==> config.mk <==
export PLATFORM = sky130hd
export DESIGN_NAME = rstseq_top
export DESIGN_NICKNAME = d
export VERILOG_FILES = /design/src/rtl/rstseq_pkg.sv /design/src/rtl/rstseq_sync.sv /design/src/rtl/rstseq_fsm.sv /design/src/rtl/rstseq_flags.sv /design/src/rtl/rstseq_top.sv
export SDC_FILE = /design/constraint.sdc
export NUM_CORES = 1
export LEC_CHECK = 0
export CAP_MARGIN = 20
export CORE_MARGIN = 1
export CORE_UTILIZATION = 35
export CTS_CLUSTER_SIZE = 8
export DETAILED_ROUTE_END_ITERATION = 10
export DONT_BUFFER_PORTS = 1
export PLACE_DENSITY = 0.54
export SETUP_SLACK_MARGIN = 0.05
export SYNTH_ARGS = -nofsm -noshare
export SYNTH_HDL_FRONTEND = slang
export SYNTH_SLANG_ARGS = --single-unit
==> constraint.sdc <==
create_clock -name clk_i -period 1.8 [get_ports clk_i]
set_input_delay 0.09 -clock clk_i [delete_from_list [all_inputs] [get_ports clk_i]]
set_output_delay 0.09 -clock clk_i [all_outputs]
set_load 0.005 [all_outputs]
==> src/rtl/rstseq_pkg.sv <==
package rstseq_pkg;

    localparam int STATUS_W   = 4;
    localparam int CAUSE_W    = 3;
    localparam int BIT_POR    = 0;
    localparam int BIT_XRES   = 1;
    localparam int BIT_WDR    = 2;
    localparam int BIT_WDT_EN = 3;

    typedef enum logic [1:0] {
        DRV_HIZ       = 2'b00,
        DRV_RES_LO    = 2'b01,
        DRV_STRONG_HI = 2'b10
    } drv_mode_e;

    typedef enum logic [1:0] {
        ST_PH1 = 2'd0,
        ST_PH2 = 2'd1,
        ST_RUN = 2'd2,
        ST_WDR = 2'd3
    } seq_state_e;

    typedef struct packed {
        logic [CAUSE_W-1:0] cause;
        logic               wdt_en;
    } flag_regs_t;

endpackage

==> src/rtl/rstseq_sync.sv <==
module rstseq_sync #(
    parameter int STAGES = 2
) (
    input  logic clk_i,
    input  logic por_i,
    input  logic async_i,
    output logic sync_o
);
    logic [STAGES-1:0] chain_d, chain_q;

    always_comb begin
        chain_d = {chain_q[STAGES-2:0], async_i};
    end

    always_ff @(posedge clk_i or posedge por_i) begin
        if (por_i) chain_q <= '0;
        else       chain_q <= chain_d;
    end

    assign sync_o = chain_q[STAGES-1];
endmodule

==> src/rtl/rstseq_fsm.sv <==
module rstseq_fsm
    import rstseq_pkg::*;
#(
    parameter int PHASE_CYCLES = 256
) (
    input  logic      clk_i,
    input  logic      por_i,
    input  logic      xres_sync_i,
    input  logic      wdt_fire_i,
    output logic      wdt_take_o,
    output logic      sys_rst_o,
    output logic      cpu_run_o,
    output drv_mode_e pin0_mode_o,
    output drv_mode_e pin1_mode_o
);
    localparam int CNT_W = (PHASE_CYCLES > 1) ? $clog2(PHASE_CYCLES) : 1;
    localparam logic [CNT_W-1:0] CNT_LAST = CNT_W'(PHASE_CYCLES - 1);

    typedef struct packed {
        seq_state_e       state;
        logic [CNT_W-1:0] cnt;
    } seq_regs_t;

    seq_regs_t seq_d, seq_q;

    always_comb begin
        seq_d = seq_q;
        unique case (seq_q.state)
            ST_PH1: begin
                if (seq_q.cnt == CNT_LAST) begin
                    seq_d.state = ST_PH2;
                    seq_d.cnt   = '0;
                end else begin
                    seq_d.cnt = seq_q.cnt + CNT_W'(1);
                end
            end
            ST_PH2: begin
                if (seq_q.cnt == CNT_LAST) begin
                    seq_d.state = ST_RUN;
                    seq_d.cnt   = '0;
                end else begin
                    seq_d.cnt = seq_q.cnt + CNT_W'(1);
                end
            end
            ST_RUN: begin
                if (wdt_fire_i) seq_d.state = ST_WDR;
            end
            ST_WDR: begin
                seq_d.state = ST_RUN;
            end
            default: seq_d.state = ST_PH1;
        endcase
        if (xres_sync_i) begin
            seq_d.state = ST_PH1;
            seq_d.cnt   = '0;
        end
    end

    always_ff @(posedge clk_i or posedge por_i) begin
        if (por_i) begin
            seq_q.state <= ST_PH1;
            seq_q.cnt   <= '0;
        end else begin
            seq_q <= seq_d;
        end
    end

    always_comb begin
        wdt_take_o  = (seq_q.state == ST_RUN) && wdt_fire_i && !xres_sync_i;
        cpu_run_o   = (seq_q.state == ST_RUN);
        sys_rst_o   = !cpu_run_o;
        pin0_mode_o = DRV_HIZ;
        pin1_mode_o = DRV_HIZ;
        if (seq_q.state == ST_PH1) begin
            pin0_mode_o = DRV_STRONG_HI;
            pin1_mode_o = DRV_RES_LO;
        end else if (seq_q.state == ST_PH2) begin
            pin0_mode_o = DRV_RES_LO;
            pin1_mode_o = DRV_RES_LO;
        end
    end
endmodule

==> src/rtl/rstseq_flags.sv <==
module rstseq_flags
    import rstseq_pkg::*;
(
    input  logic                clk_i,
    input  logic                por_i,
    input  logic                xres_sync_i,
    input  logic                wdt_take_i,
    input  logic                cpu_run_i,
    input  logic                wr_en_i,
    input  logic [STATUS_W-1:0] wr_data_i,
    output logic [STATUS_W-1:0] status_o,
    output logic                wdt_en_o
);
    flag_regs_t flg_d, flg_q;

    always_comb begin
        flg_d = flg_q;
        if (cpu_run_i && wr_en_i) begin
            flg_d.cause  = flg_q.cause & ~wr_data_i[CAUSE_W-1:0];
            flg_d.wdt_en = wr_data_i[BIT_WDT_EN];
        end
        if (wdt_take_i) begin
            flg_d.cause[BIT_WDR] = 1'b1;
            flg_d.wdt_en         = 1'b0;
        end
        if (xres_sync_i) begin
            flg_d.cause[BIT_XRES] = 1'b1;
            flg_d.wdt_en          = 1'b0;
        end
    end

    always_ff @(posedge clk_i or posedge por_i) begin
        if (por_i) begin
            flg_q.cause  <= CAUSE_W'(1) << BIT_POR;
            flg_q.wdt_en <= 1'b0;
        end else begin
            flg_q <= flg_d;
        end
    end

    assign status_o = {flg_q.wdt_en, flg_q.cause};
    assign wdt_en_o = flg_q.wdt_en;
endmodule

==> src/rtl/rstseq_top.sv <==
module rstseq_top
    import rstseq_pkg::*;
#(
    parameter int PHASE_CYCLES = 256,
    parameter int SYNC_STAGES  = 2
) (
    input  logic                clk_i,
    input  logic                por_i,
    input  logic                xres_i,
    input  logic                wdt_expire_i,
    input  logic                wr_en_i,
    input  logic [STATUS_W-1:0] wr_data_i,
    output logic [STATUS_W-1:0] status_o,
    output logic                sys_rst_o,
    output logic                cpu_run_o,
    output logic [1:0]          pin0_mode_o,
    output logic [1:0]          pin1_mode_o,
    output logic                gpio_hiz_o
);
    logic      xres_sync_w;
    logic      wdt_en_w;
    logic      wdt_take_w;
    drv_mode_e pin0_w, pin1_w;

    rstseq_sync #(.STAGES(SYNC_STAGES)) u_sync (
        .clk_i   (clk_i),
        .por_i   (por_i),
        .async_i (xres_i),
        .sync_o  (xres_sync_w)
    );

    rstseq_fsm #(.PHASE_CYCLES(PHASE_CYCLES)) u_fsm (
        .clk_i       (clk_i),
        .por_i       (por_i),
        .xres_sync_i (xres_sync_w),
        .wdt_fire_i  (wdt_expire_i && wdt_en_w),
        .wdt_take_o  (wdt_take_w),
        .sys_rst_o   (sys_rst_o),
        .cpu_run_o   (cpu_run_o),
        .pin0_mode_o (pin0_w),
        .pin1_mode_o (pin1_w)
    );

    rstseq_flags u_flags (
        .clk_i       (clk_i),
        .por_i       (por_i),
        .xres_sync_i (xres_sync_w),
        .wdt_take_i  (wdt_take_w),
        .cpu_run_i   (cpu_run_o),
        .wr_en_i     (wr_en_i),
        .wr_data_i   (wr_data_i),
        .status_o    (status_o),
        .wdt_en_o    (wdt_en_w)
    );

    assign pin0_mode_o = pin0_w;
    assign pin1_mode_o = pin1_w;
    assign gpio_hiz_o  = !cpu_run_o;
endmodule

### Yosys cells after proc, flatten, opt, wreduce, memory -nomap -nowiden

Cells that the tools add are included.

* bits in registers: 16
* bits of input ports: 9
* output and inout port bits: 11
* logic and storage cells: 45

* $add $sub $neg: 1
* eq/ne operators: 7
* multiplexer cells: 15
* bitwise operators: 2
* reduce and logical (&&, ||, !) cells: 13

Operators with widths (count)
* $mux 8: 2
* $mux 10: 1
* $mux 2: 5
* $add 8x1->8 const B: 1
* $eq 8x8->1 const B: 1
* $pmux 2 s4: 1
* $ne 3x2->1 const B: 2
* $reduce_bool 2->1: 3
* $mux 1: 5
* $eq 2x2->1 const B: 2
* $logic_and 1x1->1: 4
* $mux 4: 1
* $and 3x3->3: 1
* $ne 3x3->1 const B: 1
* $not 3->3: 1
* $reduce_and 3->1: 1
* $reduce_bool 3->1: 1
* $eq 2x1->1 const B: 1
* $logic_not 1->1: 2
* $logic_not 2->1: 1
* $reduce_or 2->1: 1

### Logic depth before layout (Yosys ltp)

Gate-level depths: netlist of run 1.

* word-level depth: 5
* gate-level depth with buffers: 5
* mapped depth without buffers: 5

### By module

Synthesis of run 1 repeated with hierarchy kept, for this count alone.

* cells, all modules: 85
* area total of the unflattened synthesis: 803.3 µm²

Modules (own cells, without submodules)
* rstseq_fsm: times used 1, cells an instance 65, area an instance 564.3 µm², seq. area each 250.2 µm²
* rstseq_flags: times used 1, cells an instance 15, area an instance 175.2 µm², seq. area each 101.3 µm²
* rstseq_sync: times used 1, cells an instance 3, area an instance 53.8 µm², seq. area each 50.0 µm²
* rstseq_top: times used 1, cells an instance 2, area an instance 10.0 µm², seq. area each 0.0 µm²

### Worst setup path after synthesis of run 1

No wires, ideal clock.

* path type: register to register
* start point: register u_fsm.seq_q[0] in the netlist's numbering
* end point: register u_fsm.seq_q[5] in the netlist's numbering
* setup time: 0.136 ns
* data arrival time: 1.175 ns
* data required time: 1.664 ns
* setup slack: 0.490 ns
* stages on the path, launching flop included: 6
* buffers on the path: 0
* period minus slack after synthesis: 1.310 ns
* path through: dfrtp_1 -> ha_1 -> nor2b_1 -> nand3_1 -> a21oi_1 -> nor3_1

* cells in the longest elaborated chain, start to end: 4
* elaborated cells on any way between the ends: 5
* those cells by class: add/sub: 1; eq/ne: 1; mux: 3

RTL lines
* start, declared: line rstseq_fsm.sv:24 `seq_regs_t seq_d, seq_q;`
* start signal, assigned: line rstseq_fsm.sv:64 `seq_q <= seq_d;`
* $add 8x1->8 or $eq 8x8->1 (tied branches)
* $mux 8 (*): line rstseq_fsm.sv:30, rstseq_fsm.sv:38
* $mux 8 (*)
* $mux 10 (*): line rstseq_fsm.sv:53 `if (xres_sync_i) begin`

Every way passes the cells marked *; elsewhere a longest branch is shown, timed or not. The select of a mux whose other input is x is not followed.
A chain may end at the register's enable or synchronous reset.

### Worst setup path after layout of run 1

Ends and elaborated chain as after synthesis.

==> results.json, run 1 <==
{
  "clkTransAtPathRegs_ns": 0.10,
  "p_leak_uw": 0.0003824,
  "max_cap_viol_count": 0,
  "drive_above_1_share": 0.1205,
  "synth_seq_cells": 16,
  "synth_compound_area_frac": 0.1228,
  "fin_setup_tns_ns": 0,
  "fmax_mhz": 651.0,
  "io_buffers": 0,
  "final_max_slew_viol_count": 0,
  "ctsResizeCount": 0,
  "wl_mm": 1.425,
  "synth_fp_nets": 87,
  "synth_area_um2": 784.5,
  "grt_pass1_wl_mm": 2.428,
  "vdd_drop_max_mv": 0.4095,
  "critPathArrivalTime_ns": 1.71,
  "skew_ns": 0.001289,
  "cts_buffer_depth": 2,
  "synth_ff_type": "dfrtp_1",
  "numCtsBuffers": 3,
  "end_kind": "flop",
  "dieArea_um2": 2435,
  "fp.dieH_um": 49.35,
  "crit_slowest_cell": "dfrtp_1",
  "insertion_delay_ns": 0.28,
  "critPathBufInv": 0,
  "post-route-period-util": 0.8534,
  "area_delta_synth_final_pct": 12.12,
  "grt.total_usage": 0.1330,
  "status": "finished clean",
  "ys_warn_count": 0,
  "cts_setup_buffers": 0,
  "synth_top_family_by_area": "simple AND/OR/NAND/NOR gates",
  "worst_slew_pin_slew_ns": 0.6270,
  "nFillCells": 208,
  "wl_per_cell_um": 12.95,
  "synth.mux.area_fraction": 0.01276,
  "place_congestion": 0.7951,
  "hpwl_um": 932.8,
  "avgSynthCellArea_um2": 10.19,
  "die_w_um": 49.35,
  "worstHoldPathType": "input port to flop",
  "synthCells": 77,
  "cts_tree": "yes",
  "fin_nets": 94,
  "dr.pass1.iters": 4,
  "synth_edf_count": 0,
  "yosys.area_share.simple": 0.2217,
  "powerDensity_nw_per_um2": 746.9,
  "cts_num_sinks": 16,
  "h-tree-depth": 1,
  "drc": 0,
  "n_antenna_cell": 0,
  "synthArstFlopShare": 1.000,
  "crit_required_ns": 1.97,
  "crit_fanout": 8,
  "grt_max_degree": 17,
  "slew_headroom": 0.5816,
  "worstSetupStartpointType": "flop",
  "vias": 565,
  "period_needed_ns": 1.536,
  "antenna_found_initial": 0,
  "synth-seq-area-share": 0.5120,
  "max_stage_delay_ns": 0.48,
  "first_global_vias": 556,
  "path_cells": "ha_1, nor2b_1, nand3_1, a21oi_1, nor3_1",
  "rows": 16,
  "synth-xor-area-share": 0.04466,
  "rsz0062_at_grt": "no",
  "synth-adder-area-share": 0.01595,
  "power_uw": 657.0,
  "drtAntennaViolNets": 0,
  "grt-ovfl-total": 0,
  "setup_viol": 0,
  "synth.distinct_cells": 32,
  "via_per_inst": 5.136,
  "dr.first_iter.drc_count": 12,
  "crit_family": "simple AND/OR/NAND/NOR gates",
  "finalHoldViolCount": 0,
  "multiInputGateArea_um2": 331.6,
  "initial_core_util": 0.3842,
  "crit_type": "flop to flop",
  "pin_count": 20,
  "ff_latch_area_um2": 401.6,
  "core_um2": 2042,
  "cts.root.buffer_cell": "clkbuf_4"
}
cell usage in the layout, fill, tap and decap left out, types with 2 or more instances in the layout:
cell type	synthesis	final
dfrtp_1	15	15
nor2_1	8	8
nand3_1	5	5
dlygate4sd3_1	0	5
nor3_1	4	4
nand2_1	4	4
a21o_1	4	4
a21oi_1	4	4
nor2b_1	3	3
xor2_1	3	3
inv_1	3	3
clkbuf_4	0	3
buf_4	3	2
layer usage:
metal | vias to the layer above | global-route usage | part of all wire
li1 | 279 | - | -
met1 | 270 | 0.1779 | 0.50
met2 | 14 | 0.2009 | 0.46
met3 | 2 | 0.03427 | 0.040
met4 | 0 | 0.05882 | 0.0056
met5 | - | 0 | 0
registers in the layout, summed over array words and instances, names as in the netlist:
register,flops
u_sync.chain_q,2
u_flags.wdt_en_o,1
u_fsm.seq_q,10
u_flags.status_o,3
worst paths after layout:
| path | startpoint | endpoint | slack, ns | cells after the start |
|---|---|---|---|---|
| max in group asynchronous | por_i | u_fsm.seq_q[7]$_DFFE_PP0P_ | 1.08 | 2 |
| hold reg to reg | u_sync.chain_q[0]$_DFF_PP0_ | u_sync.chain_q[1]$_DFF_PP0_ | 0.36 | 0 |
| min in group asynchronous | por_i | u_flags.status_o[1]$_DFFE_PP0P_ | 0.32 | 2 |
| setup reg to reg | u_fsm.seq_q[0]$_DFFE_PP0P_ | u_fsm.seq_q[5]$_DFFE_PP0P_ | 0.26 | 5 |
| setup / recovery | u_fsm.seq_q[0]$_DFFE_PP0P_ | u_fsm.seq_q[5]$_DFFE_PP0P_ | 0.26 | 5 |
| hold / removal | wr_data_i[3] | u_flags.wdt_en_o$_DFFE_PP0P_ | 0.01 | 2 |
worst register-to-register path, stage by stage, from the launching register on:
cell and delay, ns:
dfrtp_1 0.48, ha_1 0.24, nor2b_1 0.32, nand3_1 0.15, a21oi_1 0.17, nor3_1 0.07
area by class of cell:
type | instances | share of cell area
clock buffers | 4 | 0.04125
inverters | 3 | 0.01280
repair buffers | 7 | 0.07397
flip-flops and latches | 16 | 0.4566
multi-input cells | 53 | 0.3770
well taps | 27 | 0.03841
cell families after synthesis:
logic type	Yosys count
AND/OR/NAND/NOR	32
flip-flops	16
AO/OA/AOI/OAI	14
buffers and inverters	8
XOR/XNOR	4
adder cells (fa/ha/maj)	1
other	1
multiplexers	1
report_power, final:
group	total [µW]	leakage, µW	switching (µW)	internal (µW)
sequential	378	0.000208	10.9	367
combinational	40.5	0.000154	21.1	19.4
clock	239	0.0000210	116	123
total	657	0.000382	148	509
cells in the mapped netlist (all sizes together) (2+ instances only):
master  instances  area share
nor2b           3       0.024
dfrtp          15        0.48
xor2            3       0.033
buf             3       0.029
inv             3       0.014
nor2            8       0.038
clkbuf          2       0.022
nand4           2       0.024
nand3           5       0.032
a21oi           4       0.026
nand2           4       0.019
nor3            4       0.026
a21o            4       0.038
stage by stage:
stage / area (µm²) / hold slack [ns] / util / instances / setup slack (ns)
6_report: 879.6 / 0.01035 / 0.4308 / 110 / 0.2638
5_1_grt: 879.6 / 0.02443 / 0.4308 / 110 / 0.1653
4_1_cts: 879.6 / 0.005820 / 0.4308 / 110 / 0.2888
3_5_place_dp: 793.3 / 0.09094 / 0.3885 / 101 / 0.3128
3_3_place_gp: 793.3 / 0.08873 / 0.3885 / 101 / 0.3774
2_1_floorplan: 784.5 / 0.003024 / - / 77 / 0.4895
what timing repair did:
action,CTS,global route
hold buffers,5,0
endpoints found under the hold margin,19,0
setup endpoints to repair,0,0
No activity file was read; power rests on OpenSTA's default activity.
==> run 2: changes to the inputs <==
CELL_PAD_IN_SITES_DETAIL_PLACEMENT = 0   (was not set)
CELL_PAD_IN_SITES_GLOBAL_PLACEMENT = 1   (was not set)
PLACE_DENSITY = 0.66   (was 0.54)
==> results.json, run 2 (same netlist as run 1, synthesis figures left out) <==
{
  "worstHoldPathType": "input port to flop",
  "antenna_found_initial": 0,
  "max_cap_viol_count": 0,
  "cts_num_sinks": 16,
  "drc": 0,
  "powerDensity_nw_per_um2": 742.3,
  "r2r_setup_slack_ns": 0.29,
  "end_kind": "flop",
  "grt_pass1_wl_mm": 2.421,
  "h-tree-depth": 1,
  "cts.root.buffer_cell": "clkbuf_4",
  "io_buffers": 0,
  "crit_slowest_cell": "dfrtp_1",
  "die_w_um": 49.35,
  "dpl_cell_area_um2": 793.3,
  "max_stage_delay_ns": 0.48,
  "layout_common_cells": "dfrtp_1, nor2_1, nand3_1, dlygate4sd3_1",
  "hold_start": "wr_data_i[3]",
  "setup_viol": 0,
  "dr.first_iter.drc_count": 8,
  "fp.dieH_um": 49.35,
  "grt.total_usage": 0.1330,
  "cts_buffer_depth": 2,
  "grt-ovfl-total": 0,
  "via_per_inst": 5.091,
  "core_um2": 2042,
  "grt_max_degree": 17,
  "fmax_mhz": 663.1,
  "initial_core_util": 0.3842,
  "slew_headroom": 0.6089,
  "crit_family": "simple AND/OR/NAND/NOR gates",
  "fin_nets": 94,
  "wl_per_cell_um": 12.88,
  "crit_fanout": 8,
  "skew_ns": 0.002404,
  "regMostFlops": "u_fsm.seq_q",
  "cts_tree": "yes",
  "whs_path_depth": 2,
  "drive_above_1_share": 0.1205,
  "wl_mm": 1.417,
  "final_max_slew_viol_count": 0,
  "insertion_delay_ns": 0.28,
  "cts_setup_buffers": 0,
  "vias": 560,
  "period_needed_ns": 1.508,
  "worst_slew_pin_slew_ns": 0.5861,
  "reg2regPathDepth": 5,
  "pin_count": 20,
  "rows": 16,
  "path_cells": "ha_1, nor2b_1, nand3_1, a21oi_1, nor3_1",
  "fin_setup_tns_ns": 0,
  "rr_startpoint": "u_fsm.seq_q[0]$_DFFE_PP0P_",
  "first_global_vias": 533,
  "crit_required_ns": 1.98,
  "p_leak_uw": 0.0003824,
  "drtAntennaViolNets": 0,
  "finalHoldViolCount": 0,
  "worstSetupStartpointType": "flop",
  "largest_reg_flops": 10,
  "crit_type": "flop to flop",
  "place_congestion": 0.8018,
  "area_delta_synth_final_pct": 12.12,
  "r2r_end": "u_fsm.seq_q[5]$_DFFE_PP0P_",
  "clkTransAtPathRegs_ns": 0.09,
  "dr.pass1.iters": 4,
  "n_antenna_cell": 0,
  "cts_hold_buf": 5,
  "status": "finished clean",
  "hpwl_um": 946.5,
  "critPathBufInv": 0,
  "numCtsBuffers": 3,
  "vdd_drop_max_mv": 0.4377,
  "critPathLaunch": "u_fsm.seq_q[0]$_DFFE_PP0P_",
  "post-route-period-util": 0.8378,
  "ctsResizeCount": 0,
  "rsz0062_at_grt": "no",
  "worstHoldEndpoint": "u_flags.wdt_en_o$_DFFE_PP0P_",
  "dieArea_um2": 2435,
  "critPathArrivalTime_ns": 1.69,
  "fin_area_um2": 879.6,
  "final_common_cell": "dfrtp_1"
}
run 2: layout make-up:
| cell class | count | area (µm²) |
|---|---|---|
| clock buffer | 4 | 36.28 |
| fill | 210 | 1162 |
| inverter | 3 | 11.26 |
| multi-input combinational | 53 | 331.6 |
| sequential | 16 | 401.6 |
| tap | 27 | 33.78 |
| timing repair buffer | 7 | 65.06 |
run 2: worst max path at each step:
| stage | end | slack [ns] | cells past startpoint |
|---|---|---|---|
| CTS | u_fsm.seq_q[5]$_DFFE_PP0P_ | 0.30 | 5 |
| finish | u_fsm.seq_q[5]$_DFFE_PP0P_ | 0.29 | 5 |
| global route | u_fsm.seq_q[5]$_DFFE_PP0P_ | 0.13 | 5 |
| floorplan | u_fsm.seq_q[5]$_DFFE_PP0P_ | 0.49 | 5 |
| detailed placement | u_fsm.seq_q[5]$_DFFE_PP0P_ | 0.33 | 5 |
| global placement | u_fsm.seq_q[5]$_DFFE_PP0P_ | 0.34 | 5 |
run 2: through the flow:
step / worst slack, ns / hold slack (ns) / util / instances / power (µW)
floorplan: 0.4895 / 0.003024 / - / 77 / 408.2
global placement: 0.3374 / 0.09286 / 0.3885 / 101 / 417.0
detailed placement: 0.3264 / 0.09590 / 0.3885 / 101 / 416.2
CTS: 0.2987 / 0.01352 / 0.4308 / 110 / 666.5
global route: 0.1308 / 0.03012 / 0.4308 / 110 / 686.7
finish: 0.2920 / 0.02163 / 0.4308 / 110 / 652.9
run 2: report_power, final:
part           leakage [µW]  switching, µW  internal (µW)
sequential         0.000208           10.6            367
combinational      0.000154           19.9           19.0
clock             0.0000210            113            123
total              0.000382            144            509
run 2: per-layer routing:
metal / vias to the layer above / track usage / share of wire
li1: 278 / - / -
met1: 254 / 0.1829 / 0.51
met2: 26 / 0.1895 / 0.42
met3: 2 / 0.03115 / 0.064
met4: 0 / 0.07353 / 0.0092
met5: - / 0 / 0
